==> config.mk <==
export PLATFORM = sky130hd
export DESIGN_NAME = fm_meter
export DESIGN_NICKNAME = d
export VERILOG_FILES = /design/src/rtl/fm_pkg.sv /design/src/rtl/fm_src_sync.sv /design/src/rtl/fm_window_ctrl.sv /design/src/rtl/fm_ref_counter.sv /design/src/rtl/fm_regs.sv /design/src/rtl/fm_meter.sv
export SDC_FILE = /design/constraint.sdc
export NUM_CORES = 1
export LEC_CHECK = 0
export ABC_AREA = 1
export BUFFER_PORTS_ARGS = -buffer_cell sky130_fd_sc_hd__buf_2
export CORE_ASPECT_RATIO = 1.1
export CORE_MARGIN = 2
export CORE_UTILIZATION = 50
export CTS_BUF_LIST = sky130_fd_sc_hd__clkbuf_16
export DETAILED_ROUTE_END_ITERATION = 12
export GPL_ROUTABILITY_DRIVEN = 0
export PLACE_DENSITY = 0.68
export SYNTH_ARGS = -nofsm -noshare
export SYNTH_HDL_FRONTEND = slang
export SYNTH_SLANG_ARGS = --single-unit
==> constraint.sdc <==
create_clock -name clk -period 3.6 [get_ports clk]
set_clock_uncertainty 0.2 [all_clocks]
set_input_delay 0 -clock clk [delete_from_list [all_inputs] [get_ports clk]]
set_output_delay 0 -clock clk [all_outputs]
set_load 0.02 [all_outputs]
==> src/rtl/fm_pkg.sv <==
package fm_pkg;
  localparam int REG_W  = 16;
  localparam int ADDR_W = 2;

  localparam logic [ADDR_W-1:0] A_CTRL = 2'd0;
  localparam logic [ADDR_W-1:0] A_WIN  = 2'd1;
  localparam logic [ADDR_W-1:0] A_RES  = 2'd2;
  localparam logic [ADDR_W-1:0] A_SRST = 2'd3;

  localparam int B_BUSY  = 3;
  localparam int B_REFEN = 4;
  localparam int B_SRST  = 8;
  localparam int B_MEN   = 15;

  typedef enum logic [1:0] {
    W_IDLE = 2'd0,
    W_ARM  = 2'd1,
    W_RUN  = 2'd2
  } win_state_t;
endpackage

==> src/rtl/fm_src_sync.sv <==
module fm_src_sync #(
  parameter int NSRC   = 7,
  parameter int SELW   = 3,
  parameter int STAGES = 2
) (
  input  logic            clk,
  input  logic            rst,
  input  logic [NSRC-1:0] tclk_in,
  input  logic [SELW-1:0] sel,
  output logic            rise
);
  logic              picked;
  logic [STAGES:0]   shq;

  // Source multiplexer: unused codes give a constant low level.
  always_comb begin
    picked = 1'b0;
    for (int i = 0; i < NSRC; i++) begin
      if (sel == SELW'(i)) picked = tclk_in[i];
    end
  end

  // Synchroniser chain plus one history flop for edge detection.
  always_ff @(posedge clk) begin
    if (rst) shq <= '0;
    else     shq <= {shq[STAGES-1:0], picked};
  end

  assign rise = shq[STAGES-1] & ~shq[STAGES];

  // a detected edge is a single-cycle pulse
  a_r4_single_pulse: assert property (@(posedge clk) disable iff (rst)
    rise |=> !rise) else $error("edge pulse longer than one cycle");
endmodule

==> src/rtl/fm_window_ctrl.sv <==
module fm_window_ctrl import fm_pkg::*; #(
  parameter int WIN_W = 16
) (
  input  logic             clk,
  input  logic             rst,
  input  logic             meter_en,
  input  logic             ref_en,
  input  logic             srst,
  input  logic             rise,
  input  logic [WIN_W-1:0] win,
  output logic             busy,
  output logic             arm_clr,
  output logic             run,
  output logic             done
);
  win_state_t       st;
  logic             men_q;
  logic [WIN_W-1:0] win_lat;
  logic [WIN_W-1:0] edges;
  logic             start;
  logic             ev;
  logic             live;

  assign start   = meter_en & ~men_q & ~srst;
  assign ev      = ref_en & rise;
  assign live    = meter_en & ~srst;
  assign arm_clr = (st == W_ARM) & ev & live;
  assign done    = (st == W_RUN) & ev & live & (edges == win_lat);
  assign run     = (st == W_RUN);
  assign busy    = (st != W_IDLE);

  always_ff @(posedge clk) begin
    if (rst) begin
      st      <= W_IDLE;
      men_q   <= 1'b0;
      win_lat <= '0;
      edges   <= '0;
    end else begin
      men_q <= meter_en;
      if (!live) begin
        st <= W_IDLE;
      end else if (start) begin
        st      <= W_ARM;
        win_lat <= win;
        edges   <= '0;
      end else begin
        case (st)
          W_ARM: if (ev) begin
            st    <= W_RUN;
            edges <= '0;
          end
          W_RUN: if (ev) begin
            if (edges == win_lat) st <= W_IDLE;
            else                  edges <= edges + 1'b1;
          end
          default: ;
        endcase
      end
    end
  end

  // busy follows a fresh enable by one cycle
  a_r3_busy_after_start: assert property (@(posedge clk) disable iff (rst)
    start |=> busy) else $error("busy did not rise after enable");

  // closing the window ends busy
  a_r5_done_ends_busy: assert property (@(posedge clk) disable iff (rst)
    done |=> !busy) else $error("busy still set after window end");

  // removing the enable aborts at once
  a_r7_abort_drops_busy: assert property (@(posedge clk) disable iff (rst)
    (busy && !meter_en) |=> !busy) else $error("abort did not clear busy");

  // no reference, no progress
  a_r8_no_ref_holds: assert property (@(posedge clk) disable iff (rst)
    (busy && !ref_en && meter_en && !srst) |=> busy) else $error("window moved without reference");

  // soft reset forces idle
  a_r9_srst_idle: assert property (@(posedge clk) disable iff (rst)
    srst |=> !busy) else $error("busy set during soft reset");
endmodule

==> src/rtl/fm_ref_counter.sv <==
module fm_ref_counter #(
  parameter int CNT_W = 16
) (
  input  logic             clk,
  input  logic             rst,
  input  logic             srst,
  input  logic             clr,
  input  logic             inc,
  input  logic             done,
  output logic [CNT_W-1:0] result
);
  localparam logic [CNT_W-1:0] CMAX = '1;

  logic [CNT_W-1:0] cnt;
  logic [CNT_W-1:0] nxt;

  assign nxt = (cnt == CMAX) ? CMAX : cnt + 1'b1;

  always_ff @(posedge clk) begin
    if (rst) begin
      cnt    <= '0;
      result <= '0;
    end else begin
      if (clr)      cnt <= '0;
      else if (inc) cnt <= nxt;
      if (srst)      result <= '0;
      else if (done) result <= nxt;
    end
  end

  // a full counter stays full until cleared
  a_r6_no_wrap: assert property (@(posedge clk) disable iff (rst)
    (cnt == CMAX && !clr) |=> (cnt == CMAX)) else $error("counter wrapped");

  // result only moves on completion or soft reset
  a_r5_result_held: assert property (@(posedge clk) disable iff (rst)
    (!done && !srst) |=> $stable(result)) else $error("result changed without completion");

  // soft reset empties the result
  a_r9_result_cleared: assert property (@(posedge clk) disable iff (rst)
    srst |=> (result == '0)) else $error("result not cleared by soft reset");
endmodule

==> src/rtl/fm_regs.sv <==
module fm_regs import fm_pkg::*; #(
  parameter int SELW  = 3,
  parameter int CNT_W = 16
) (
  input  logic              clk,
  input  logic              rst,
  input  logic              bus_wr,
  input  logic [ADDR_W-1:0] bus_addr,
  input  logic [REG_W-1:0]  bus_wdata,
  output logic [REG_W-1:0]  bus_rdata,
  input  logic              busy,
  input  logic [CNT_W-1:0]  result,
  output logic [SELW-1:0]   sel,
  output logic              ref_en,
  output logic              meter_en,
  output logic              srst,
  output logic [REG_W-1:0]  win
);
  localparam logic [REG_W-1:0] CTRL_WMASK = REG_W'((1 << SELW) - 1)
                                          | (REG_W'(1) << B_REFEN)
                                          | (REG_W'(1) << B_MEN);
  localparam logic [REG_W-1:0] SRST_WMASK = REG_W'(1) << B_SRST;

  logic [REG_W-1:0] ctrl_q;
  logic [REG_W-1:0] srst_q;
  logic [REG_W-1:0] rd_d;

  always_ff @(posedge clk) begin
    if (rst) begin
      ctrl_q <= '0;
      srst_q <= '0;
      win    <= '0;
    end else if (bus_wr) begin
      case (bus_addr)
        A_CTRL:  ctrl_q <= bus_wdata & CTRL_WMASK;
        A_WIN:   win    <= bus_wdata;
        A_SRST:  srst_q <= bus_wdata & SRST_WMASK;
        default: ;
      endcase
    end
  end

  assign sel      = ctrl_q[SELW-1:0];
  assign ref_en   = ctrl_q[B_REFEN];
  assign meter_en = ctrl_q[B_MEN];
  assign srst     = srst_q[B_SRST];

  always_comb begin
    case (bus_addr)
      A_CTRL:  rd_d = ctrl_q | (REG_W'(busy) << B_BUSY);
      A_WIN:   rd_d = win;
      A_RES:   rd_d = REG_W'(result);
      default: rd_d = srst_q;
    endcase
  end

  always_ff @(posedge clk) begin
    if (rst) bus_rdata <= '0;
    else     bus_rdata <= rd_d;
  end

  // the result address has no write path into the control fields
  a_r2_res_write_ignored: assert property (@(posedge clk) disable iff (rst)
    (bus_wr && bus_addr == A_RES) |=> $stable(ctrl_q) && $stable(win) && $stable(srst_q))
    else $error("write to result address changed a register");
endmodule

==> src/rtl/fm_meter.sv <==
module fm_meter import fm_pkg::*; #(
  parameter int NSRC        = 7,
  parameter int SELW        = 3,
  parameter int CNT_W       = 16,
  parameter int SYNC_STAGES = 2
) (
  input  logic              clk,
  input  logic              rst,
  input  logic [NSRC-1:0]   tclk_in,
  input  logic              bus_wr,
  input  logic [ADDR_W-1:0] bus_addr,
  input  logic [REG_W-1:0]  bus_wdata,
  output logic [REG_W-1:0]  bus_rdata
);
  localparam int WIN_W = REG_W;

  logic [SELW-1:0]  sel;
  logic             ref_en;
  logic             meter_en;
  logic             srst;
  logic [WIN_W-1:0] win;
  logic             rise;
  logic             busy;
  logic             arm_clr;
  logic             run;
  logic             done;
  logic [CNT_W-1:0] result;

  fm_regs #(.SELW(SELW), .CNT_W(CNT_W)) u_regs (
    .clk(clk), .rst(rst),
    .bus_wr(bus_wr), .bus_addr(bus_addr), .bus_wdata(bus_wdata), .bus_rdata(bus_rdata),
    .busy(busy), .result(result),
    .sel(sel), .ref_en(ref_en), .meter_en(meter_en), .srst(srst), .win(win)
  );

  fm_src_sync #(.NSRC(NSRC), .SELW(SELW), .STAGES(SYNC_STAGES)) u_sync (
    .clk(clk), .rst(rst), .tclk_in(tclk_in), .sel(sel), .rise(rise)
  );

  fm_window_ctrl #(.WIN_W(WIN_W)) u_win (
    .clk(clk), .rst(rst), .meter_en(meter_en), .ref_en(ref_en), .srst(srst),
    .rise(rise), .win(win), .busy(busy), .arm_clr(arm_clr), .run(run), .done(done)
  );

  fm_ref_counter #(.CNT_W(CNT_W)) u_cnt (
    .clk(clk), .rst(rst), .srst(srst), .clr(arm_clr), .inc(run & ref_en),
    .done(done), .result(result)
  );
endmodule

### Word level (Yosys, flattened, before mapping)

Cells that the tools add are included.
Widths: inputs -> output; s select.

| word-level totals | value |
|---|---|
| bits of input ports | 28 |
| register bits after elaboration | 108 |

| cells by class | value |
|---|---|
| mux-type cells | 19 |
| add/subtract/negate cells | 2 |
| reduce and logical (&&, ||, !) cells | 16 |
| bitwise gates (word level) | 16 |
| equal/unequal tests | 20 |

Operator list:

| kind | count |
|---|---|
| $mux 16 | 5 |
| $pmux 16 s3 | 1 |
| $add 16x1->16 const B | 2 |
| $pmux 16 s2 | 1 |
| $eq 16x16->1 | 1 |
| $eq 16x16->1 const B | 1 |
| $or 16x4->16 | 1 |
| $and 1x1->1 | 11 |
| $eq 3x3->1 const B | 3 |
| $ne 3x1->1 const B | 3 |
| $mux 1 | 8 |
| $reduce_and 2->1 | 4 |
| $reduce_and 4->1 | 2 |
| $eq 2x2->1 const B | 3 |
| $eq 3x2->1 const B | 2 |
| $mux 2 | 3 |
| $ne 2x1->1 const B | 3 |
| $reduce_or 2->1 | 3 |
| $reduce_and 5->1 | 1 |
| $eq 2x1->1 const B | 2 |
| $not 1->1 | 4 |
| $pmux 2 s2 | 1 |
| $reduce_bool 2->1 | 2 |
| $eq 3x1->1 const B | 1 |
| other kinds (5) | 5 |

### Depth between registers and ports, before layout

| logic depth | value |
|---|---|
| depth after elaboration | 8 |
| depth in mapped cells | 11 |

### By module

A second synthesis with hierarchy kept.

| unflattened totals | value |
|---|---|
| cells, all modules | 869 |
| area total of the unflattened synthesis | 5532.8 µm² |

By module, submodules not included:

| module | instances | seq. area each (µm²) | cells each | area each (µm²) |
|---|---|---|---|---|
| fm_window_ctrl | 1 | 700.7 | 361 | 2163.3 |
| fm_ref_counter | 1 | 640.6 | 242 | 1617.8 |
| fm_regs | 1 | 760.7 | 235 | 1580.3 |
| fm_src_sync | 1 | 60.1 | 29 | 163.9 |
| fm_meter | 1 | 0.0 | 2 | 7.5 |

### Least setup slack after synthesis

Ideal clock, no wire load.

| timing path | value |
|---|---|
| kind | register to register |
| start | register u_cnt.cnt[0] |
| end | register u_cnt.result[6] |
| data required time | 3.330 ns |
| cell stages (with the launch flop) | 11 |
| setup slack | 1.846 ns |
| data arrival time | 1.484 ns |
| clock period less this slack | 1.754 ns |
| cells stage by stage | dfxtp_1 ha_1 nand2_1 nor2_2 nand3_2 nor2_2 nand3_2 buf_6 nand2_2 nand4_1 a21boi_1 |

| between the ends | value |
|---|---|
| cells in the longest elaborated chain, start to end | 2 |
| elaborated cells on any way between the ends | 3 |
| classes of those cells | add/sub: 1; eq/ne: 1; mux: 1 |

RTL lines:

| element | line | source |
|---|---|---|
| start: declaration | fm_ref_counter.sv:14 | `logic [CNT_W-1:0] cnt;` |
| start signal: assignment | fm_ref_counter.sv:25 | `else if (inc) cnt <= nxt;` |
| $add 16x1->16 / $eq 16x16->1 (equally long branches) | fm_ref_counter.sv:17 | `assign nxt = (cnt == CMAX) ? CMAX : cnt + 1'b1;` |
| $mux 16 * | fm_ref_counter.sv:17 |  |
| end signal: assignment | fm_ref_counter.sv:27 | `else if (done) result <= nxt;` |
| end: declaration | fm_ref_counter.sv:10 | `output logic [CNT_W-1:0] result` |

Mark *: on every way between the ends. The rest lies on a longest branch, timed or not.
A chain may end at the register's enable or synchronous reset.

### Worst setup path after layout

| timing path | value |
|---|---|
| start | register u_win.st[0] |
| end | register u_cnt.result[5] |

| between the ends | value |
|---|---|
| cells in the longest elaborated chain, start to end | 4 |

RTL lines:

| element | line | source |
|---|---|---|
| start: declaration | fm_window_ctrl.sv:16 | `win_state_t st;` |
| start signal: assignment | fm_window_ctrl.sv:34 | `st <= W_IDLE;` |
| start signal: assignment | fm_window_ctrl.sv:41 | `st <= W_IDLE;` |
| start signal: assignment | fm_window_ctrl.sv:43 | `st <= W_ARM;` |
| $eq 2x2->1 | fm_window_ctrl.sv:28 | `assign done = (st == W_RUN) & ev & live & (edges == win_lat);` |
| $and 1x1->1 (3 in a row) | fm_window_ctrl.sv:28 |  |

Every way passes these cells.

==> metrics.csv <==
stage,metric,value,unit
clocking,postcts setup bufs,0,
clocking,CTS Hold Buffers Added,33,
final_layout,Reg area,0.00216,mm^2
floorplanning,row count,39,
yosys,main combinational cell family by area after synthesis,simple AND/OR/NAND/NOR gates,
critical_path,"reg-to-reg slack, setup",0.95,ns
yosys,Synth Area in XOR/XNOR,0.972,%
routing,met1 wire length,5.96,mm
final_layout,area delta synth->final,16.9,%
clocking,clk sink count,108,
routing,Post-DRT Antenna Nets,0,
yosys,Yosys cell types,41,
timing,"Slew Viols, Final",0,
floorplanning,Die Wd,103,um
routing,Via density,5.11,
critical_path,CP startpoint,u_win.st[0],
final_layout,"commonest cells after routing, fill and taps aside","nand2_1, dfxtp_1, inv_1",
critical_path,worst setup path endpoint,u_cnt.result[5],
yosys,Synth Area in Compound Gates,13.8,%
critical_path,slowest CP cell,nand3_2,
critical_path,Worst setup SP type,flip-flop,
final_layout,"commonest non-fill, non-tap cell in the layout",nand2_1,
final_layout,Layout fillers,1017,
final_layout,nets,895,
yosys,YS warnings,0,
yosys,synthesized cell area,0.00541,mm^2
place,placed instance area,0.00565,mm^2
floorplanning,Initial Utilization,51.8,%
routing,DR iter-0 viols,291,
yosys,area share of fa/ha/maj cells after synthesis,1.16,%
routing,final WL,13.3,mm
clocking,post-cts sizing count,0,
floorplanning,Core ar.,0.0104,mm^2
timing,Post-Route Setup TNS,0,ns
critical_path,FF-to-FF End,u_cnt.result[5],
critical_path,crit path capture type,flip-flop,
critical_path,CP Cell Sequence,inv_1 -> ha_1 -> inv_1 -> nor3_2 -> nand3_2 -> nand2_1 -> nand2_1 -> nor2_1,
yosys,Mapped Cells,805,
final_layout,final instance area,0.00632,mm^2
global_routing,GRT Residual Overflow,0,
global_routing,first-pass GRT wire length,22.6,mm
hold_path,type of the tightest min-delay check,primary input to flip-flop,
timing,Hold Fails Final Rpt,0,
yosys,sequential element share of the synthesized area,40.0,%
clocking,Worst-path clk slew,0.07,ns
yosys,mux share of post-synthesis cell area,0,%
global_routing,largest net degree at the start of global routing,45,
critical_path,Setup CP Type,flip-flop to flip-flop,
floorplanning,IO Pins,44,
place,IO Port Bufs,43,
clocking,clk_lat worst skew,0.36,ns
final_layout,multi-input logic area,0.00268,mm^2
timing,relative slew slack,34.2,%
pwr,Pleak,2.67,nW
timing,RSZ-0062 raised after global routing,false,
place,post-DP HPWL,9.29,mm
pwr,worst vdd ir,0.000264,V
flow_run,MaxCap Viol Count,0,
critical_path,WP data required,3.70,ns
routing,mean routed wirelength per cell,13.2,um
routing,top layer used by detailed routing,met4,
critical_path,worst r2r path cells,8,
timing,Max Fclk,0.378,GHz
global_routing,vias in the first global route,4895,
global_routing,initial antenna violation count,0,
clocking,Root Driver,clkbuf_16,
critical_path,Reg-to-Reg Start,u_win.st[0],
final_layout,Antenna diodes,0,
status,outcome,"complete, no violations",
clocking,H-tree depth,3,
critical_path,Crit Path Max Fanout,29,
yosys,Synth Register Bits,108,
routing,Pre-antenna DRT Iters,5,
yosys,Syn Nets,838,
timing,# setup viols final,0,
final_layout,proportion of layout cells with a drive suffix above 1,12.5,%
timing,Least-Margin Pin Slew,0.983,ns
routing,met2 routed WL,6.64,mm
floorplanning,die area,0.0117,mm^2
timing,fin crit share,73.5,%
pwr,power per cell area,410,mW/mm^2
timing,fin crit period,2.65,ns
routing,drt drc,0,
critical_path,max incr delay on CP,0.57,ns
global_routing,GRT Util Overall,24.4,%
pwr,Final Total Pwr,2.59,mW
clocking,CTS tree,built,
routing,via count,5162,
routing,Met3 Wirelength,457,um
critical_path,Worst Path Arrival,2.74,ns
yosys,synthesized area per cell,6.72,um^2
floorplanning,DIE HEIGHT,113,um
clocking,cts bufs inserted,9,
clocking,clk buf depth,2,
yosys,post-synthesis simple-gate area fraction,33.7,%
-- through the flow --
| step | worst slack, ns | hold slack, ns | util (%) | cells |
|---|---|---|---|---|
| floorplan | 1.85 | -0.0354 | - | 805 |
| global placement | 1.15 | 0.0760 | 54.1 | 961 |
| detailed placement | 0.994 | 0.0825 | 54.1 | 961 |
| CTS | 0.966 | 0.0307 | 60.5 | 1010 |
| global route | 0.597 | 0.0792 | 60.5 | 1010 |
| finish | 0.954 | 0.0287 | 60.5 | 1010 |
-- flip-flops by register name, indices dropped and copies added, names as in the netlist --
name and count:
u_regs.ctrl_q 5, u_cnt.cnt 16, u_regs.win 16, u_cnt.result 16, u_win.win_lat 16, u_sync.shq 3
u_win.men_q 1, u_regs.bus_rdata 16, u_win.edges 16, u_regs.srst_q 1, u_win.st 2
-- synth_stat cells, drive strengths merged --
library cell,count,area share [%]
clkbuf,21,1.5
dfxtp,108,40
nor4,2,0.23
or2,3,0.35
o21ai,60,5.8
o311ai,1,0.16
ha,5,1.2
nand3b,3,0.42
xor2,5,0.81
buf,10,1.4
o22ai,2,0.23
nor2,106,8.9
o221ai,1,0.16
nand4,17,2.0
xnor2,1,0.16
nand2,207,15
inv,106,7.4
a21boi,3,0.42
nand3,58,5.9
o211ai,1,0.14
nor3,12,1.3
o2111ai,1,0.16
a21oi,70,6.5
clkinv,1,0.069
o221a,1,0.21
-- power by group --
group          internal [mW]  leakage [nW]  switching, mW
Sequential              1.22         0.874         0.0150
Combinational         0.0795          1.63          0.146
Clock                  0.679         0.167          0.455
Total                   1.98          2.67          0.615
-- per-layer routing --
layer,vias to the layer above,track usage [%]
met4,0,9.21
met5,-,0
met1,2359,31.3
met3,17,3.83
met2,97,41.0
li1,2689,-
-- cell families after synthesis --
family,count (synthesis)
AO/OA/AOI/OAI,140
XOR/XNOR,6
adder cells (fa/ha/maj),5
buffers and inverters,138
flip-flops,108
AND/OR/NAND/NOR,408
-- cell type report --
| cell class | count | share of cell area [%] |
|---|---|---|
| clock buffers | 9 | 3.56 |
| clock inverters | 7 | 1.82 |
| inverters | 107 | 6.39 |
| multi-input cells | 559 | 42.4 |
| flip-flops and latches | 108 | 34.2 |
| well taps | 143 | 2.83 |
| repair buffers | 77 | 8.75 |
-- worst max-delay path: cells and delay by family (launching register included) --
family	cells	cell delay [ns]
fa+ha+maj	1	0.41
simple gates	5	1.37
buf+inv	2	0.28
flops	1	0.33
-- worst min-delay path by stage --
stage          slack [ns]           from  cells past startpoint                to
6_report             0.03            rst                      2     u_sync.shq[1]
5_1_grt              0.08            rst                      2       u_win.men_q
4_1_cts              0.03            rst                      2     u_sync.shq[1]
3_5_place_dp         0.08  bus_wdata[11]                      3    u_regs.win[11]
3_3_place_gp         0.08   bus_wdata[2]                      3  u_regs.ctrl_q[2]
2_1_floorplan       -0.04  bus_wdata[14]                      2    u_regs.win[14]
(Power assumes the default switching activity.)
